==> src/rtl/cstep_pkg.sv <==
package cstep_pkg;

  localparam int OP_W   = 2;
  localparam int TGT_W  = 2;
  localparam int NTGT   = 1 << TGT_W;
  localparam int FLAG_W = 4;

  typedef enum logic [OP_W-1:0] {
    OP_IDLE = 2'b00,
    OP_CMP  = 2'b01,
    OP_INC  = 2'b10,
    OP_DEC  = 2'b11
  } op_e;

  typedef enum logic [TGT_W-1:0] {
    TGT_ACC = 2'b00,
    TGT_X   = 2'b01,
    TGT_Y   = 2'b10,
    TGT_MEM = 2'b11
  } tgt_e;

  localparam int FB_N = 3;
  localparam int FB_Z = 2;
  localparam int FB_C = 1;
  localparam int FB_V = 0;

endpackage

==> src/rtl/cstep_srcsel.sv <==
module cstep_srcsel
  import cstep_pkg::*;
#(
  parameter int WIDTH = 8
) (
  input  logic [TGT_W-1:0] tgt_i,
  input  logic [WIDTH-1:0] acc_i,
  input  logic [WIDTH-1:0] xr_i,
  input  logic [WIDTH-1:0] yr_i,
  input  logic [WIDTH-1:0] mem_i,
  output logic [WIDTH-1:0] src_o
);

  always_comb begin
    unique case (tgt_e'(tgt_i))
      TGT_ACC: src_o = acc_i;
      TGT_X:   src_o = xr_i;
      TGT_Y:   src_o = yr_i;
      default: src_o = mem_i;
    endcase
  end

endmodule

==> src/rtl/cstep_adder.sv <==
module cstep_adder
  import cstep_pkg::*;
#(
  parameter int WIDTH = 8
) (
  input  logic [OP_W-1:0]  op_i,
  input  logic [WIDTH-1:0] lhs_i,
  input  logic [WIDTH-1:0] rhs_i,
  output logic [WIDTH-1:0] sum_o,
  output logic             cout_o
);

  localparam int SUM_W = WIDTH + 1;

  logic [WIDTH-1:0] addend;
  logic             cin;
  logic [SUM_W-1:0] total;

  // one shared adder: compare adds the inverted operand plus one,
  // increment adds one, decrement adds all ones
  always_comb begin
    unique case (op_e'(op_i))
      OP_CMP: begin addend = ~rhs_i;        cin = 1'b1; end
      OP_INC: begin addend = '0;            cin = 1'b1; end
      OP_DEC: begin addend = '1;            cin = 1'b0; end
      default: begin addend = '0;           cin = 1'b0; end
    endcase
  end

  assign total  = {1'b0, lhs_i} + {1'b0, addend} + {{WIDTH{1'b0}}, cin};
  assign sum_o  = total[WIDTH-1:0];
  assign cout_o = total[WIDTH];

  // no-borrow from the adder must agree with an unsigned magnitude test
  always_comb begin
    if (op_e'(op_i) == OP_CMP)
      AST_CMP_CARRY: assert (cout_o == (lhs_i >= rhs_i));
  end

endmodule

==> src/rtl/cstep_wbdec.sv <==
module cstep_wbdec
  import cstep_pkg::*;
(
  input  logic [OP_W-1:0]   op_i,
  input  logic [TGT_W-1:0]  tgt_i,
  output logic              cmp_ok_o,
  output logic [NTGT-1:0]   wb_o,
  output logic [FLAG_W-1:0] fmask_o
);

  logic step_op;

  assign step_op  = (op_e'(op_i) == OP_INC) || (op_e'(op_i) == OP_DEC);
  assign cmp_ok_o = (op_e'(op_i) == OP_CMP) && (tgt_e'(tgt_i) != TGT_MEM);

  for (genvar t = 0; t < NTGT; t++) begin : g_wb
    assign wb_o[t] = step_op && (tgt_i == TGT_W'(t));
  end

  always_comb begin
    fmask_o = '0;
    if (cmp_ok_o) begin
      fmask_o[FB_N] = 1'b1;
      fmask_o[FB_Z] = 1'b1;
      fmask_o[FB_C] = 1'b1;
    end else if (step_op) begin
      fmask_o[FB_N] = 1'b1;
      fmask_o[FB_Z] = 1'b1;
    end
  end

  always_comb begin
    AST_WB_ONEHOT: assert ($onehot0(wb_o));
    if (cmp_ok_o)
      AST_CMP_NO_WB: assert (wb_o == '0);
  end

endmodule

==> src/rtl/cstep_unit.sv <==
module cstep_unit
  import cstep_pkg::*;
#(
  parameter int WIDTH = 8
) (
  input  logic [1:0]       op_i,
  input  logic [1:0]       tgt_i,
  input  logic [WIDTH-1:0] acc_i,
  input  logic [WIDTH-1:0] xr_i,
  input  logic [WIDTH-1:0] yr_i,
  input  logic [WIDTH-1:0] mem_i,
  output logic [WIDTH-1:0] res_o,
  output logic             n_o,
  output logic             z_o,
  output logic             c_o,
  output logic [3:0]       fmask_o,
  output logic [3:0]       wb_o
);

  localparam int MSB = WIDTH - 1;

  logic [WIDTH-1:0] src;
  logic [WIDTH-1:0] sum;
  logic             cout;
  logic             cmp_ok;

  cstep_srcsel #(.WIDTH(WIDTH)) u_srcsel (
    .tgt_i (tgt_i),
    .acc_i (acc_i),
    .xr_i  (xr_i),
    .yr_i  (yr_i),
    .mem_i (mem_i),
    .src_o (src)
  );

  cstep_adder #(.WIDTH(WIDTH)) u_adder (
    .op_i   (op_i),
    .lhs_i  (src),
    .rhs_i  (mem_i),
    .sum_o  (sum),
    .cout_o (cout)
  );

  cstep_wbdec u_wbdec (
    .op_i     (op_i),
    .tgt_i    (tgt_i),
    .cmp_ok_o (cmp_ok),
    .wb_o     (wb_o),
    .fmask_o  (fmask_o)
  );

  assign res_o = sum;
  assign n_o   = sum[MSB];
  assign z_o   = (sum == '0);
  assign c_o   = cmp_ok & cout;

  always_comb begin
    if (cmp_ok && z_o)
      AST_CMP_EQ_CARRY: assert (c_o);
    if (wb_o != '0)
      AST_STEP_MASK: assert (fmask_o == 4'b1100);
    if (wb_o != '0)
      AST_STEP_NONZERO_SRC: assert (res_o != src);
  end

endmodule

==> config.mk <==
export PLATFORM = sky130hd
export DESIGN_NAME = cstep_unit
export DESIGN_NICKNAME = d
export VERILOG_FILES = /design/src/rtl/cstep_pkg.sv /design/src/rtl/cstep_srcsel.sv /design/src/rtl/cstep_adder.sv /design/src/rtl/cstep_wbdec.sv /design/src/rtl/cstep_unit.sv
export SDC_FILE = /design/constraint.sdc
export NUM_CORES = 1
export LEC_CHECK = 0
export BUFFER_PORTS_ARGS = -buffer_cell sky130_fd_sc_hd__buf_2
export CAP_MARGIN = 20
export CORE_UTILIZATION = 47
export DETAILED_ROUTE_END_ITERATION = 8
export GPL_TIMING_DRIVEN = 0
export PLACE_DENSITY = 0.95
export REMOVE_ABC_BUFFERS = 1
export SLEW_MARGIN = 20
export SYNTH_ARGS = -nofsm -noshare
export SYNTH_HDL_FRONTEND = slang
export SYNTH_SLANG_ARGS = --single-unit
==> constraint.sdc <==
create_clock -name vclk -period 5.98
set_input_delay 1.196 -clock vclk [all_inputs]
set_output_delay 1.196 -clock vclk [all_outputs]
set_load 0.02 [all_outputs]
* Word-level counts from Yosys, hierarchy flattened *
Index checks and enable logic that the tools add are counted.

storage, ports and cells
  flip-flop bits (word level) = 0
  input port bits = 36
  output and inout port bits = 19
  logic and storage cells = 26

operators by class
  add/subtract/negate cells = 2
  equality and inequality tests = 7
  multiplexer cells = 6
  bitwise gates (word level) = 2
  reductions and logical operators = 9

operator list
  cell                                                  count
  case mux 8 bit (3 select lines)                       1
  case mux 8 bit (2 select lines)                       1
  adder 8 x 8 -> 9 bit                                  1
  adder 9 x 1 -> 9 bit                                  1
  equality test 2 bit (second input constant)           4
  logical NOT 8 bit                                     1
  NOT 8 bit                                             1
  logical AND 1 bit                                     5
  equality test 2 x 1 -> 1 bit (second input constant)  2
  2-to-1 mux 2 bit                                      2
  logical NOT 2 bit                                     1
  2-to-1 mux 1 bit                                      2
  != test 2 bit (second input constant)                 1
  OR reduction 2 bit                                    1
  bitwise AND 1 bit                                     1
  logical OR 1 bit                                      1

* Longest topological paths before layout *
  depth after elaboration = 5
  mapped depth = 12
  mapped depth without buffers = 11

* Hierarchy *
From an unflattened synthesis, not the netlist that was laid out.

unflattened totals
  cells, all modules = 93
  area, all modules = 779.5 µm²

by module, submodules not included
  module        instances  cells each  area an instance (µm²)  seq. area each (µm²)
  cstep_adder   1          66          471.7                   0.0
  cstep_srcsel  1          10          196.4                   0.0
  cstep_wbdec   1          12          78.8                    0.0
  cstep_unit    1          5           32.5                    0.0

* Least setup slack after synthesis *
Ideal clock, no wire load.

  path type = input port to output port
  start point = in tgt_i[0]
  end point = out z_o
  arrival = 3.803 ns
  data required time = 4.784 ns
  slack = 0.981 ns
  cell stages on the path = 10
  buffers on the path = 1
  path through = buf_2 -> mux4_2 -> fa_1 -> inv_1 -> fa_1 -> nor2b_4 -> o31a_1 -> o21ai_1 -> a21oi_2 -> nor4b_2

on the way
  cells in the longest elaborated chain, start to end = 5
  elaborated cells on any way between the ends = 7
  those cells by class = add/sub (2); eq/ne (2); mux (1); reduce/logical (2)

RTL lines
  element                                      RTL line            source
  from (decl)                                  cstep_unit.sv:7     input logic [1:0] tgt_i,
  equality test 2 bit (tied with other cells)  cstep_srcsel.sv:15  unique case (tgt_e'(tgt_i))
  case mux 8 bit (3 select lines) *            cstep_srcsel.sv:15
  adder 8 x 8 -> 9 bit *                       cstep_adder.sv:30   assign total = {1'b0, lhs_i} + {1'b0, addend} + {{WIDTH{1'b0}}, cin};
  adder 9 x 1 -> 9 bit *                       cstep_adder.sv:30
  named net res_o[6]                           cstep_unit.sv:12    output logic [WIDTH-1:0] res_o,
  logical NOT 8 bit *                          cstep_unit.sv:54    assign z_o = (sum == '0);
  to (decl)                                    cstep_unit.sv:14    output logic z_o,

The timed path passes the listed nets; every way through them passes the cells marked *.

* Worst setup path in the final report *
  start point = in tgt_i[0]
  end point = out c_o

on the way
  cells in the longest elaborated chain, start to end = 5
  elaborated cells on any way between the ends = 9
  those cells by class = add/sub (2); eq/ne (3); mux (1); bitwise (1); reduce/logical (2)

RTL lines
  element                                      RTL line            source
  equality test 2 bit (tied with other cells)  cstep_srcsel.sv:15
  case mux 8 bit (3 select lines)              cstep_srcsel.sv:15
  adder 8 x 8 -> 9 bit                         cstep_adder.sv:30
  adder 9 x 1 -> 9 bit                         cstep_adder.sv:30
  bitwise AND 1 bit *                          cstep_unit.sv:55    assign c_o = cmp_ok & cout;
  to (decl)                                    cstep_unit.sv:15    output logic c_o,

Mark *: on every way between the ends. The rest lies on a longest branch, timed or not.

==> results.cfg <==
[sta]
setup_viol = 0
period_share_pct = 86.5
layout_min_cycle_time_ps = 5170
rsz0062_at_grt = no
final_hold_viol_count = 0
fin_setup_tns_ps = 0
fmax_ghz = 0.193
maxSlewViolCount = 0

[min_path]
hold_path_class = in -> out
whs_path_depth = 3

[logic_synthesis]
synth_top_area_share_pct = 23.0
synth_top_area_cell = mux4_2
ys_types = 30
synthCells = 90
synthTopCellsByArea = mux4_2, ha_1, a21o_1
syn_area_sq_um = 782
synth-seq-area-share_pct = 0
ys_warn_count = 0
post_synth.cell_area_avg_sq_um = 8.69

[place]
gp_congestion = 0.771
port_buffers = 54
place_hpwl_um = 1820

[final_layout]
regArea_sq_um = 0
fin_nets = 186
diodes = 0
nFillCells = 115
clkbuf_count = 0
drive_above_1_share_pct = 51.5
flops_and_latches = 0
area_delta_synth_final_pct = 31.2

[worst_setup_path]
critPathCapture = c_o
critPathCaptureType = output pin
cp_data_required_time_ps = 4780
critPathArrivalTime_ps = 3970
startpoint_type = primary input
cp-startpoint = tgt_i[0]
crit_fanout = 13
worstSetupPathType = in -> out

[grt]
antenna_found_initial = 0
grt_max_degree = 14
grtUsageTotal_pct = 22.9
grt_first_pass_wirelength_um = 3280
grt_pass1_vias = 818
grt.overflow.total = 0

[floorplanning]
fp.dieH_um = 42.8
num_rows = 14
boundaryPins = 55
die_w_um = 42.8
coreArea_sq_um = 1520
die_area_sq_um = 1830
initial_utilization_pct = 51.3

[drt]
firstDrtPassIters = 4
ant_nets = 0
drtIter0Drc = 13
post-route-drc-count = 0
via_count = 841
wl_um = 2060
wl_per_cell_um = 13.5
viasPerCell = 5.53

[pwr]
cellPowerDensity_nw_per_um2 = 154
leakage_nw = 0.615
power_mw = 0.158
peakVddDrop_mv = 0.0693

[clock_tree]
post_cts_buffers = 0
cts_resized = 0
cts_hold_buf = 0

[run]
drv_cap = 0

[status]
status = completed
[cell families after synthesis]
logic type / synth area share (%)
buffers and inverters: 14.1
adder cells (fa/ha/maj): 21.1
XOR/XNOR: 4.48
multiplexers: 23.0
other: 0.480
AO/OA/AOI/OAI: 24.2
AND/OR/NAND/NOR: 12.6
[cells in the final DEF (no fill, tap or decap), types with 2 or more instances in the layout]
| cell | instances |
|---|---|
| fa_1 | 2 |
| buf_2 | 54 |
| mux4_2 | 8 |
| ha_1 | 10 |
| o21a_1 | 2 |
| inv_1 | 17 |
| a21o_1 | 9 |
| a21oi_1 | 2 |
| a21oi_2 | 3 |
| o21ai_0 | 2 |
| nor2_1 | 3 |
| o31a_1 | 2 |
| xnor2_1 | 3 |
| nor3b_1 | 2 |
| o21ai_1 | 2 |
| nand2_1 | 3 |
[cell type report]
class	instances	area, sq um	share of cell area, %
inverter	17	63.8	6.22
multi-input combinational	65	672	65.5
timing repair buffer	54	270	26.3
tap	16	20.0	1.95
[worst min-delay path by stage]
stage,start,end,slack (ps)
floorplan,tgt_i[1],wb_o[1],2470
global route,tgt_i[1],wb_o[1],2910
global placement,tgt_i[1],wb_o[1],2850
detailed placement,tgt_i[1],wb_o[1],2870
CTS,tgt_i[1],wb_o[1],2870
finish,tgt_i[1],wb_o[1],2880
[through the flow]
stage	utilization, %	hold slack, ps	area [sq um]	cells	setup WS, ps
floorplan	-	2470	736	82	1230
finish	67.3	2880	1030	152	809
CTS	67.3	2870	1030	152	792
global placement	67.3	2850	1030	152	869
global route	67.3	2910	1030	152	630
detailed placement	67.3	2870	1030	152	803
[per-layer routing]
metal	wire length (um)	track usage (%)
met5	0	0
met4	0	0
met3	126	1.28
met2	1110	47.6
met1	818	26.3
[cell usage after synthesis (all sizes together)]
cell     n
clkbuf   3
xor2     1
o22ai    1
nor3     1
nor4b    1
xnor2    3
a21o     9
or2      1
buf      5
o21a     2
nand2b   1
and3b    1
a21oi    5
o31a     2
o211ai   1
nor3b    2
nor2     3
nor4     1
nor2b    1
fa       2
o21ai    4
mux4     8
inv     17
a211oi   1
ha      10
nand2    3
conb     1
[worst max-delay path, stage by stage]
cell     delay, ps
buf_2          300
mux4_2         570
fa_1           480
inv_1          100
fa_1           250
nor2b_4         50
o31a_1         270
o31a_1         280
o21ai_0        200
a21oi_1        110
buf_2          170
[power by group]
part           leakage (nW)  switching (mW)  internal, mW
Sequential                0               0             0
Clock                     0               0             0
Combinational         0.615          0.0903        0.0677
Total                 0.615          0.0903        0.0677
(Power assumes the default switching activity.)
